<file path="src/rtl/wdog_pkg.sv">
package wdog_pkg;
    typedef enum logic [1:0] {
        ST_IDLE   = 2'd0,
        ST_CLOSED = 2'd1,
        ST_OPEN   = 2'd2
    } wdog_state_t;

    // log2 of the window scale factor for each select code
    function automatic int unsigned win_shift(input logic [1:0] code);
        case (code)
            2'b00:   return 0;
            2'b01:   return 1;
            default: return 2;
        endcase
    endfunction
endpackage

</file>
<file path="src/rtl/wdog_limits.sv">
module wdog_limits #(
    parameter int unsigned TICKS_PER_US = 10,
    parameter int unsigned LOW_US       = 500,
    parameter int unsigned HIGH_US      = 10000,
    parameter int unsigned TW           = 20
) (
    input  logic [1:0]    win_sel,
    output logic [TW-1:0] lo_lim,
    output logic [TW-1:0] hi_lim
);
    import wdog_pkg::*;

    localparam logic [TW-1:0] LO_BASE = TW'(LOW_US * TICKS_PER_US);
    localparam logic [TW-1:0] HI_BASE = TW'(HIGH_US * TICKS_PER_US);

    always_comb begin
        lo_lim = LO_BASE << win_shift(win_sel);
        hi_lim = HI_BASE << win_shift(win_sel);
    end
endmodule

</file>
<file path="src/rtl/wdog_window_fsm.sv">
module wdog_window_fsm #(
    parameter int unsigned TW = 20
) (
    input  logic          clk,
    input  logic          rst_n,
    input  logic          en,
    input  logic          svc,
    input  logic [TW-1:0] lo_lim,
    input  logic [TW-1:0] hi_lim,
    output logic          viol,
    output logic          good,
    output logic [TW-1:0] timer
);
    import wdog_pkg::*;

    wdog_state_t   state, state_nxt;
    logic [TW-1:0] timer_nxt;

    always_ff @(posedge clk or negedge rst_n) begin
        if (!rst_n) begin
            state <= ST_IDLE;
            timer <= '0;
        end else begin
            state <= state_nxt;
            timer <= timer_nxt;
        end
    end

    always_comb begin
        state_nxt = state;
        timer_nxt = timer + 1'b1;
        viol      = 1'b0;
        good      = 1'b0;
        if (!en) begin
            state_nxt = ST_IDLE;
            timer_nxt = '0;
        end else begin
            unique case (state)
                ST_IDLE: begin
                    state_nxt = ST_CLOSED;
                    timer_nxt = '0;
                end
                ST_CLOSED: begin
                    if (svc) begin
                        viol      = 1'b1;
                        timer_nxt = '0;
                    end else if (timer >= lo_lim - 1'b1) begin
                        state_nxt = ST_OPEN;
                    end
                end
                ST_OPEN: begin
                    if (svc) begin
                        good      = 1'b1;
                        state_nxt = ST_CLOSED;
                        timer_nxt = '0;
                    end else if (timer >= hi_lim - 1'b1) begin
                        viol      = 1'b1;
                        state_nxt = ST_CLOSED;
                        timer_nxt = '0;
                    end
                end
                default: begin
                    state_nxt = ST_IDLE;
                    timer_nxt = '0;
                end
            endcase
        end
    end
endmodule

</file>
<file path="src/rtl/wdog_strike.sv">
module wdog_strike #(
    parameter int unsigned STRIKES = 3
) (
    input  logic clk,
    input  logic rst_n,
    input  logic en,
    input  logic cnt_mode,
    input  logic viol,
    input  logic good,
    output logic report,
    output logic [$clog2(STRIKES)-1:0] strike_cnt
);
    localparam int unsigned SW = $clog2(STRIKES);
    localparam logic [SW-1:0] LAST = SW'(STRIKES - 1);

    always_comb report = viol && (!cnt_mode || strike_cnt == LAST);

    always_ff @(posedge clk or negedge rst_n) begin
        if (!rst_n)       strike_cnt <= '0;
        else if (!en)     strike_cnt <= '0;
        else if (good)    strike_cnt <= '0;
        else if (viol)    strike_cnt <= report ? '0 : strike_cnt + 1'b1;
    end
endmodule

</file>
<file path="src/rtl/spi_window_wdog.sv">
module spi_window_wdog #(
    parameter int unsigned TICKS_PER_US = 10,
    parameter int unsigned LOW_US       = 500,
    parameter int unsigned HIGH_US      = 10000,
    parameter int unsigned STRIKES      = 3
) (
    input  logic       clk,
    input  logic       rst_n,
    input  logic       wdt_en,
    input  logic       svc_mode,
    input  logic [1:0] win_sel,
    input  logic       cnt_mode,
    input  logic       flt_mode,
    input  logic       rd_valid,
    input  logic       wr_test,
    input  logic       clear_flt,
    output logic       wdt_flag,
    output logic       fault_req,
    output logic       shutdown_req
);
    localparam int unsigned TW = $clog2(HIGH_US * TICKS_PER_US * 4 + 1);
    localparam int unsigned SW = $clog2(STRIKES);

    logic [TW-1:0] lo_lim, hi_lim, timer;
    logic          svc, viol, good, report;
    logic [SW-1:0] strike_cnt;

    always_comb svc = svc_mode ? wr_test : rd_valid;

    wdog_limits #(.TICKS_PER_US(TICKS_PER_US), .LOW_US(LOW_US),
                  .HIGH_US(HIGH_US), .TW(TW)) limits_i (
        .win_sel(win_sel), .lo_lim(lo_lim), .hi_lim(hi_lim));

    wdog_window_fsm #(.TW(TW)) fsm_i (
        .clk(clk), .rst_n(rst_n), .en(wdt_en), .svc(svc),
        .lo_lim(lo_lim), .hi_lim(hi_lim),
        .viol(viol), .good(good), .timer(timer));

    wdog_strike #(.STRIKES(STRIKES)) strike_i (
        .clk(clk), .rst_n(rst_n), .en(wdt_en), .cnt_mode(cnt_mode),
        .viol(viol), .good(good), .report(report), .strike_cnt(strike_cnt));

    always_ff @(posedge clk or negedge rst_n) begin
        if (!rst_n)         wdt_flag <= 1'b0;
        else if (report)    wdt_flag <= 1'b1;
        else if (clear_flt) wdt_flag <= 1'b0;
    end

    always_comb begin
        fault_req    = wdt_flag;
        shutdown_req = wdt_flag && flt_mode;
    end
endmodule

</file>
<file path="config.mk">
export PLATFORM = sky130hd
export DESIGN_NAME = spi_window_wdog
export DESIGN_NICKNAME = d
export VERILOG_FILES = /design/src/rtl/wdog_pkg.sv /design/src/rtl/wdog_limits.sv /design/src/rtl/wdog_window_fsm.sv /design/src/rtl/wdog_strike.sv /design/src/rtl/spi_window_wdog.sv
export SDC_FILE = /design/constraint.sdc
export NUM_CORES = 1
export LEC_CHECK = 0
export BUFFER_PORTS_ARGS = -buffer_cell sky130_fd_sc_hd__buf_2
export CAP_MARGIN = 20
export CORE_AREA = 2 2 67 69
export DETAILED_ROUTE_END_ITERATION = 10
export DIE_AREA = 0 0 69 71
export PLACE_DENSITY = 0.61
export SLEW_MARGIN = 0
export SYNTH_ARGS = -nofsm -noshare
export SYNTH_HDL_FRONTEND = slang
export SYNTH_SLANG_ARGS = --single-unit
</file>
<file path="constraint.sdc">
create_clock -name clk -period 4.23 [get_ports clk]
set_input_delay 1.269 -clock clk [delete_from_list [all_inputs] [get_ports clk]]
set_output_delay 1.269 -clock clk [all_outputs]
set_load 0.02 [all_outputs]
</file>
---- Word level (Yosys, flattened, before mapping) ----
Cells that the tools add are included.
Widths: inputs -> output; s select.
operators by class
  add/subtract/negate cells ............... 4
  $mul .................................... 0
  shifts and indexed selects .............. 2
  bitwise logic cells ..................... 0
  reductions and logical operators ........ 8
  equality and inequality tests ........... 8
  $lt $le $gt $ge ......................... 2
  muxes and demuxes ....................... 26
  divide/modulo/power cells ............... 0
operator list
  cell                   count
  $mux 19                4
  $ge 19x19->1           2
  $pmux 19 s2            1
  $sub 19x1->19 const B  2
  $add 19x1->19 const B  1
  $shl 13x2->19 const A  1
  $shl 17x2->19 const A  1
  $mux 2                 9
  $mux 1                 9
  $pmux 2 s3             1
  $eq 2x1->1 const B     2
  $eq 2x2->1 const B     2
  $logic_not 2->1        2
  $ne 4x2->1 const B     1
  $pmux 2 s2             1
  $ne 3x1->1 const B     1
  $ne 3x2->1 const B     1
  $ne 3x3->1 const B     1
  $reduce_and 3->1       1
  $add 2x1->2 const B    1
  $logic_and 1x1->1      2
  $pmux 1 s2             1
  $reduce_bool 2->1      1
  $logic_not 1->1        1
  $logic_or 1x1->1       1
word-level totals
  input port bits ......................... 11
  output and inout bits ................... 3
  RAM bits ................................ 0
  register bits after elaboration ......... 24
  bits in read-only memories .............. 0
  latch bits .............................. 0
  logic and storage cells ................. 54
  memories ................................ 0

---- Depth between registers and ports, before layout ----
Gate-level depths: netlist (run 1).
  depth in word-level cells ............... 14
  depth in mapped cells ................... 10
  mapped depth without buffers ............ 9

---- Modules after synthesis ----
A second synthesis (run 1) with hierarchy kept.
unflattened totals
  cell total of the unflattened synthesis .. 358
  area total of the unflattened synthesis .. 2994.1 sq um
by module, submodules not included
  module           times used  sequential area each (sq um)  area each (sq um)  cells each
  wdog_window_fsm  1           525.5                         2523.7             299
  wdog_limits      1           0.0                           276.5              40
  wdog_strike      1           50.0                          128.9              13
  spi_window_wdog  1           25.0                          65.1               6

---- Least setup slack after synthesis (run 1) ----
No wires, ideal clock.
  kind .................................... in2reg
  start ................................... input win_sel[1]
  end ..................................... register strike_i.strike_cnt[1]
  required time ........................... 4.120 ns
  arrival ................................. 3.161 ns
  library setup time ...................... 0.110 ns
  path buffers ............................ 0
  stages .................................. 8
  path slack .............................. 0.959 ns
  cell sequence ........................... inv_1 -> ha_1 -> a2111oi_4 -> o21ai_2 -> a221oi_4 -> a21oi_2 -> or4b_1 -> o41ai_1
between the ends
  cells in the longest elaborated chain, start to end .. 14
  elaborated cells on any way between the ends .. 16
  those cells by class .................... add/sub (1); order compare (1); eq/ne (2); shift (1); mux (9); reduce/logical (2)
ends and longest elaborated chain
  item                                                  line                   text
  start: declaration                                    spi_window_wdog.sv:11  input logic [1:0] win_sel,
  $eq 2x1->1 / $logic_not 2->1 (equally long branches)  wdog_pkg.sv:10         case (code)
  $pmux 2 s2 (*)                                        wdog_pkg.sv:10
  $shl 17x2->19 (*)                                     wdog_limits.sv:18      hi_lim = HI_BASE << win_shift(win_sel);
  $sub 19x1->19 (*)                                     wdog_window_fsm.sv:56  end else if (timer >= hi_lim - 1'b1) begin
  $ge 19x19->1 (*)                                      wdog_window_fsm.sv:56
  $mux 1 (*)                                            wdog_window_fsm.sv:56
  $mux 1 (*)                                            wdog_window_fsm.sv:52  if (svc) begin
  $pmux 1 s2 (*)                                        wdog_window_fsm.sv:38  unique case (state)
  $mux 1 (*)                                            wdog_window_fsm.sv:34  if (!en) begin
  $logic_and 1x1->1                                     wdog_strike.sv:16      always_comb report = viol && (!cnt_mode || strike_cnt == LAST);
  $mux 2 (2 in series)                                  wdog_strike.sv:22      else if (viol) strike_cnt <= report ? '0 : strike_cnt + 1'b1;
  $mux 2                                                wdog_strike.sv:21      else if (good) strike_cnt <= '0;
  $mux 2                                                wdog_strike.sv:20      else if (!en) strike_cnt <= '0;
  end signal: assignment                                wdog_strike.sv:22
  end: declaration                                      wdog_strike.sv:11      output logic [$clog2(STRIKES)-1:0] strike_cnt
Mark *: on every way between the ends. The rest lies on a longest branch, timed or not. The select of a mux whose other input is x is not followed.
A chain may end at the register's enable or synchronous reset.

---- Worst setup path after layout (run 1) ----
Same ends and word-level chain as after synthesis.

==> out/qor.txt, run 1 <==
Number of diodes: 0
Placed cells: 265
Hold Fails Final Rpt: 0
Worst Hold Depth: 2
Cells after synthesis: 202
Max_cap viols: 0
Total CTS buffers: 3
Final setup skew: 8.466 ps
Netlist cell types: 44
P per Cell Area: 284.5 mW/mm2
Post-synthesis xor/xnor area fraction: 8.079%
Vias: 1473
Drt first pass iters: 4
Area Growth Syn to Fin: 10.45%
Syn. warnings: 0
Fill cells: 432
Starting Density: 43.84%
Hold buffer count at CTS: 0
Cell area after synthesis: 0.001843 mm2
Synth Area in Compound Gates: 12.76%
IO Count: 14
Post-route clock period utilization: 80.22%
Hold Path Class: register to register
Seq/Total Area, Yosys: 32.59%
Residual DRC count: 0
Die Y: 71 um
Post-DP HPWL: 2894 um
Max Buffers Root-to-Sink: 2
Root buffer cell: clkbuf_8
Main combinational cell family by area after synthesis: simple AND/OR/NAND/NOR gates
Worst R2R Start: fsm_i.timer[12]
Port bufs: 13
Vias in the first global route: 1484
Worst r2r path cells: 7
Die Wd: 69 um
Crit path max-delay cell type: or4b_1
Worst hold start: strike_i.strike_cnt[0]
Storage cell area: 600.6 um2
Antenna violations before repair: 0
Largest net degree at the start of global routing: 25
Type of the worst setup path: input port to register
Largest stage delay on the critical path: 530 ps
Synth async-reset ratio: 100.0%
Clock Latency Late Sink: 270 ps
Core Footprint: 0.004204 mm2
Rel. slew slack: 50.44%
H-tree Lvls: 1
Design Power: 0.5793 mW
GRT overflow: 0
# nets final: 256
# setup viols final: 0
Area taken by multi-input logic gates: 0.001181 mm2
Peak supply drop: 0.1152 mV
Fin cells: 269
Routed vias/inst: 5.476
Placer Congestion: 0.8670
Hold Path End: strike_i.strike_cnt[0]
Reg clk slew, reported paths: 80 ps
Post-synthesis mux area share: 1.154%
Status: finished clean
CP Data Required Time: 4380 ps
CP Launch Type: input port
R2r endpoint: strike_i.strike_cnt[1]
Static leakage: 0.9107 nW
Clock sinks: 24
Worst-path fanout max: 7
Syn_area_per_cell: 9.124 um2
Max Slew Vio Count: 0
Tot GR Track Use: 17.42%
Max Fclk: 0.2947 GHz
DRT iter0 DRCs: 45
Min Tclk post-route: 3393 ps
DIE AREA: 0.004899 mm2
Share of layout cells above drive strength 1: 12.44%
CTS resizes: 0
Post-CTS setup buffer count: 0
Crit path cell chain: buf_2 > inv_1 > ha_1 > a2111oi_4 > o21ai_2 > a221oi_4 > a21oi_2 > or4b_1 > o41ai_1
Adder-cell area share of the yosys netlist: 18.33%
Core Rows: 24
Number of synthesized flops with an enable pin: 0
Routed len/inst: 14.09 um
Slew @ Worst Pin: 736.6 ps
Worst Path Arrival: 3550 ps
Top FF cell, synth: dfrtp_1
Simple-Gate Fraction of Synth Area: 23.15%
Crit end category: register
Routed Antenna Nets: 0
First-pass GRT wire length: 6893 um
Register bit count reported by yosys: 24
Final wirelength: 3791 um
CTS tree: done
Setup TNS: 0 ps
R2R Setup Slk: 1740 ps
RSZ-0062 raised after global routing: no
==> synthesized netlist by cell type, types with 2 or more instances <==
library cell  number  area (um2)
o221ai_1           2       17.52
a21oi_1            7       35.03
xnor2_1           10       87.58
ha_1              27       337.8
a41o_1             2       20.02
o21ai_2            2       17.52
clkbuf_1           2       7.510
nor4_1             2       12.51
and3_1             4       25.02
nand4_1            7       43.79
dfrtp_1           24       600.6
conb_1             2       7.510
nor3_1             4       20.02
and2_1             3       18.77
nand3_1           12       60.06
nor2_1            28       105.1
nand2_1           16       60.06
or3_1              2       12.51
inv_1             12       45.04
o21ai_1            4       20.02
xor2_1             7       61.31
==> flip-flops by register name, indices dropped and copies added (netlist names) <==
register             count
fault_req                1
fsm_i.state              2
fsm_i.timer             19
strike_i.strike_cnt      2
==> power by group <==
group	leakage, nW	internal, mW	switching [mW]
clock network	0.0357	0.127	0.0769
logic	0.542	0.0465	0.0776
registers	0.333	0.240	0.0116
total	0.911	0.413	0.166
==> cell type report <==
cell class                 instances  share of cell area, %
multi-input combinational        163                  58.02
inverter                          12                  2.213
timing repair buffer              14                  3.565
clock inverter                     1                  1.475
tap                               52                  3.196
clock buffer                       3                  2.028
sequential                        24                  29.50
==> critical path, delay by kind of cell <==
family,cells,cell delay [ps]
AND/OR/NAND/NOR,1,530
buffers and inverters,2,300
AO/OA/AOI/OAI,5,1050
adder cells (fa/ha/maj),1,390
==> metrics by stage <==
stage / setup slack (ps) / utilization, % / hold WS [ps] / area (um2)
after floorplan: 959.2 / - / 498.1 / 1847
after global placement: 585.7 / 46.73 / 525.5 / 1964
after detailed placement: 569.2 / 46.73 / 540.0 / 1964
after CTS: 841.9 / 48.42 / 554.1 / 2036
after global routing: 712.0 / 48.42 / 589.4 / 2036
final: 836.8 / 48.42 / 545.1 / 2036
==> worst max-delay path by stage <==
stage                          start                endpoint  cells after the start
final                     win_sel[1]  strike_i.strike_cnt[1]                      9
after global placement    win_sel[1]  strike_i.strike_cnt[1]                      9
after floorplan           win_sel[1]  strike_i.strike_cnt[1]                      8
after CTS                 win_sel[1]  strike_i.strike_cnt[1]                      9
after detailed placement  win_sel[1]  strike_i.strike_cnt[1]                      9
after global routing      win_sel[1]  strike_i.strike_cnt[1]                      9
==> cells by family after synthesis <==
| family | Yosys count |
|---|---|
| XOR/XNOR | 17 |
| multiplexers | 2 |
| AO/OA/AOI/OAI | 28 |
| buffers and inverters | 16 |
| flip-flops | 24 |
| AND/OR/NAND/NOR | 86 |
| adder cells (fa/ha/maj) | 27 |
| other | 2 |
==> metal layers <==
metal	track usage (%)	wire, um	vias to the layer above
met5	0	0	-
met4	5.664	33	0
met3	2.279	102	4
met2	28.31	1778	21
met1	24.19	1876	696
li1	-	-	752
==> cells in the final DEF (no fill, tap or decap), types with 2 or more instances in the layout <==
master / Yosys / routed
a21oi_1: 7 / 7
a41o_1: 2 / 2
and2_1: 3 / 3
and3_1: 4 / 4
buf_2: 1 / 13
clkbuf_8: 0 / 3
conb_1: 2 / 3
dfrtp_1: 24 / 24
ha_1: 27 / 27
inv_1: 12 / 12
nand2_1: 16 / 16
nand3_1: 12 / 12
nand4_1: 7 / 7
nor2_1: 28 / 28
nor3_1: 4 / 4
nor4_1: 2 / 2
o21ai_1: 4 / 4
o21ai_2: 2 / 2
o221ai_1: 2 / 2
or3_1: 2 / 2
xnor2_1: 10 / 10
xor2_1: 7 / 7
Note: power is estimated with default switching activity, not from simulation.
==> run 2, diff against run 1 <==
clock period = 3.5 ns   (was 4.23 ns; I/O delays follow)
==> out/qor.txt, run 2 (synthesized netlist as in run 1, its figures left out) <==
Type of the worst setup path: input port to register
Max Fclk: 0.3290 GHz
Storage cell area: 600.6 um2
Number of diodes: 0
Tot GR Track Use: 16.36%
Routing usage on met3: 2.564%
Area taken by multi-input logic gates: 0.001181 mm2
Total CTS buffers: 3
# setup viols final: 0
CP Data Required Time: 3680 ps
CTS tree: done
Busiest grt layer: met2
Worst R2R Start: fsm_i.timer[12]
Worst r2r path cells: 7
Fin cells: 271
Routed Antenna Nets: 0
Post-DP HPWL: 2911 um
Die Y: 71 um
Peak supply drop: 0.1237 mV
R2R Setup Slk: 1020 ps
Slew @ Worst Pin: 709.4 ps
Static leakage: 0.9196 nW
Most common cell after layout, fill and taps aside: nor2_1
Port bufs: 13
First-pass GRT wire length: 6403 um
Met1 GRT Util: 21.67%
Min Tclk post-route: 3039 ps
Routed vias/inst: 5.303
Setup TNS: 0 ps
Max Slew Vio Count: 0
Placed cells: 267
Worst-path fanout max: 7
Post-route clock period utilization: 86.84%
RSZ-0062 raised after global routing: no
Vias in the first global route: 1403
CTS resizes: 0
Hold Fails Final Rpt: 0
Reg clk slew, reported paths: 90 ps
Crit end category: register
Flip-flop count of the largest register after layout: 19
R2r endpoint: strike_i.strike_cnt[1]
Design Power: 0.7062 mW
IO Count: 14
Drt first pass iters: 4
Fill cells: 389
Share of layout cells above drive strength 1: 13.24%
Met2 usage: 25.85%
Hold buffer count at CTS: 0
Routed len/inst: 13.99 um
DIE AREA: 0.004899 mm2
Vias: 1437
Antenna violations before repair: 0
Hold Path End: strike_i.strike_cnt[0]
P per Cell Area: 344.4 mW/mm2
Worst hold start: strike_i.strike_cnt[0]
Hold Path Class: register to register
Clock sinks: 24
Residual DRC count: 0
DRT iter0 DRCs: 54
Worst Hold Depth: 2
Status: finished clean
Starting Density: 43.84%
H-tree Lvls: 1
Max_cap viols: 0
Hold slack: 537.1 ps
Die Wd: 69 um
Final wirelength: 3792 um
Placer Congestion: 0.8085
Final setup skew: 2.645 ps
Post-CTS setup buffer count: 0
CP Launch Type: input port
GRT overflow: 0
Core Rows: 24
Reg with most FFs: fsm_i.timer
Largest registers: fsm_i.timer x19, fsm_i.state x2, strike_i.strike_cnt x2
Core Footprint: 0.004204 mm2
# nets final: 258
Rel. slew slack: 52.27%
Max Buffers Root-to-Sink: 2
Root buffer cell: clkbuf_8
Clock Latency Late Sink: 280 ps
Area Growth Syn to Fin: 11.27%
Worst Path Arrival: 3220 ps
Commonest non-fill, non-tap cells in the layout: nor2_1, ha_1, dfrtp_1, nand2_1, buf_2
Largest net degree at the start of global routing: 25
==> run 2: cell count changes in the layout (fill, tap and decap cells not counted), sizes merged <==
| cell | previous run | this run |
|---|---|---|
| buf | 14 | 16 |
==> run 2: worst max path at each step <==
stage / startpoint / end / slack [ps] / cells past startpoint
2_1_floorplan: win_sel[1] / strike_i.strike_cnt[1] / 450 / 8
3_3_place_gp: win_sel[1] / strike_i.strike_cnt[1] / 220 / 9
3_5_place_dp: win_sel[1] / strike_i.strike_cnt[1] / 180 / 9
4_1_cts: win_sel[1] / strike_i.strike_cnt[1] / 470 / 9
5_1_grt: win_sel[1] / strike_i.strike_cnt[1] / 360 / 9
6_report: win_sel[1] / strike_i.strike_cnt[1] / 460 / 9
==> run 2: power breakdown <==
group | switching, mW | internal [mW] | total, mW | leakage [nW]
Combinational | 0.0936 | 0.0581 | 0.152 | 0.551
Clock | 0.0978 | 0.153 | 0.251 | 0.0357
Sequential | 0.0135 | 0.290 | 0.304 | 0.333
==> run 2: through the flow <==
stage	setup slack, ps	area [um2]	utilization (%)
after global routing	362.8	2051	48.78
after detailed placement	184.1	1979	47.08
final	460.8	2051	48.78
after CTS	469.9	2051	48.78
after global placement	219.3	1979	47.08
after floorplan	448.2	1847	-
==> run 2: layer usage <==
metal  vias up  part of all wire, %
met5         -                    0
met4         0                  2.5
met3         7                  2.1
met2        16                   45
met1       664                   51
li1        750                    -
==> run 2: final cells by class <==
| class | instances | area share (%) |
|---|---|---|
| Clock inverter | 1 | 1.464 |
| Inverter | 12 | 2.196 |
| Clock buffer | 3 | 2.013 |
| Sequential cell | 24 | 29.29 |
| Tap cell | 52 | 3.173 |
| Multi-Input combinational cell | 163 | 57.60 |
| Timing Repair Buffer | 16 | 4.271 |
==> run 2: critical path, stage by stage <==
cell	delay, ps
buf_2	160
inv_1	80
ha_1	350
a2111oi_4	380
o21ai_2	120
a221oi_4	350
a21oi_2	120
or4b_1	540
o41ai_1	70
==> run 3, diff against run 2 <==
CORE_AREA = 2 2 60 62   (was 2 2 67 69)
DIE_AREA = 0 0 62 64   (was 0 0 69 71)
PLACE_DENSITY = 0.74   (was 0.61)
==> out/qor.txt, run 3 (synthesized netlist as in run 1, its figures left out) <==
Status: finished clean
CTS resizes: 0
Hold slack: 556.4 ps
Rel. slew slack: 48.46%
Peak supply drop: 0.2071 mV
Most common cell after layout, fill and taps aside: nor2_1
Total CTS buffers: 3
Commonest non-fill, non-tap cells in the layout: nor2_1, ha_1, dfrtp_1, nand2_1, buf_2
Type of the worst setup path: input port to register
DIE AREA: 0.003968 mm2
CP Data Required Time: 3720 ps
Max_cap viols: 0
Crit end category: register
Clock Latency Late Sink: 320 ps
Max Fclk: 0.3317 GHz
GRT overflow: 0
Vias: 1508
Routed Antenna Nets: 0
Largest registers: fsm_i.timer x19, fsm_i.state x2, strike_i.strike_cnt x2
Slew @ Worst Pin: 766.0 ps
Largest net degree at the start of global routing: 25
Tot GR Track Use: 22.63%
Critical path buffers and inverters: 2
# setup viols final: 0
Number of diodes: 0
Net Sw Frac: 31.83%
Post-DP HPWL: 2975 um
R2r endpoint: strike_i.strike_cnt[1]
Share of layout cells above drive strength 1: 12.84%
Flip-flop count of the largest register after layout: 19
Post-CTS setup buffer count: 0
Area Growth Syn to Fin: 9.233%
CP Launch Type: input port
CP top delay family: compound AO/OA/AOI/OAI gates
Min Tclk post-route: 3015 ps
Final wirelength: 3812 um
Starting Density: 56.11%
Core Rows: 21
Sequential share of power: 49.9%
Worst r2r path cells: 7
Reg clk slew, reported paths: 130 ps
Worst Path Arrival: 3230 ps
Hold Fails Final Rpt: 0
Residual DRC count: 0
RSZ-0062 raised after global routing: no
Worst Hold Depth: 2
Routed len/inst: 14.44 um
Die Wd: 62 um
P per Cell Area: 302.6 mW/mm2
Clk pwr share: 24.4%
Design Power: 0.6093 mW
Largest stage delay on the critical path: 540 ps
First-pass GRT wire length: 6782 um
Die Y: 64 um
Placer Congestion: 0.8879
# nets final: 257
Root buffer cell: clkbuf_4
DRT iter0 DRCs: 31
Worst R2R Start: fsm_i.timer[12]
Post-route clock period utilization: 86.13%
Internal: 0.4154 mW
Switch Pwr: 0.1939 mW
CTS tree: done
Port bufs: 13
Clock sinks: 24
Hold buffer count at CTS: 0
Core Footprint: 0.003284 mm2
Hold Path Class: register to register
Crit path max-delay cell type: or4b_1
IO Count: 14
Max Slew Vio Count: 0
H-tree Lvls: 1
Drt first pass iters: 5
Crit path cell chain: buf_2 > inv_1 > ha_1 > a2111oi_4 > o21ai_2 > a221oi_4 > a21oi_2 > or4b_1 > o41ai_1
Hold Path End: fault_req
Logic gate share of total power: 25.7%
Worst hold start: fault_req
Worst-path fanout max: 7
Reg with most FFs: fsm_i.timer
Final setup skew: 5.208 ps
Setup TNS: 0 ps
Antenna violations before repair: 0
Routed vias/inst: 5.712
Static leakage: 0.9072 nW
Vias in the first global route: 1510
Max Buffers Root-to-Sink: 2
R2R Setup Slk: 980 ps
## run 3: worst max-delay path by stage
stage               start                      to  slack (ps)  depth (start not counted)
2_1_floorplan  win_sel[1]  strike_i.strike_cnt[1]         450                          8
3_3_place_gp   win_sel[1]  strike_i.strike_cnt[1]         180                          9
3_5_place_dp   win_sel[1]  strike_i.strike_cnt[1]         170                          9
4_1_cts        win_sel[1]  strike_i.strike_cnt[1]         490                          9
5_1_grt        win_sel[1]  strike_i.strike_cnt[1]         360                          9
6_report       win_sel[1]  strike_i.strike_cnt[1]         490                          9
## run 3: power groups by stage
stage,combinational [mW],clock (mW),sequential (mW)
6_report,0.157,0.149,0.304
5_1_grt,0.180,0.159,0.307
4_1_cts,0.157,0.155,0.304
3_5_place_dp,0.156,0,0.310
3_3_place_gp,0.148,0,0.308
2_1_floorplan,0.106,0,0.308
## run 3: metrics by stage
step	utilization [%]	worst slack [ps]	cells	area, um2
final	61.30	485.5	264	2013
after CTS	61.30	488.5	264	2013
after floorplan	-	448.2	203	1847
after global placement	60.19	180.0	260	1977
after detailed placement	60.19	169.5	260	1977
after global routing	61.30	355.6	264	2013
## run 3: area by class of cell
class	count	area (um2)
fillers	281	1271
multi-input cells	163	1181
flip-flops and latches	24	600.6
repair buffers	15	92.59
well taps	46	57.56
inverters	12	45.04
clock buffers	4	36.28
## run 3: worst min-delay path: cells and delay by family, from the launching register on
kind,cells,cell delay [ps]
flip-flops,1,420
buffers and inverters,1,60
AO/OA/AOI/OAI,1,50
## run 3: routing by layer
metal,share of wire [%],up-vias,track usage [%]
met5,0,-,0
met4,1.4,0,6.915
met3,2.4,5,2.024
met2,50,21,37.63
met1,47,729,30.36
li1,-,753,-
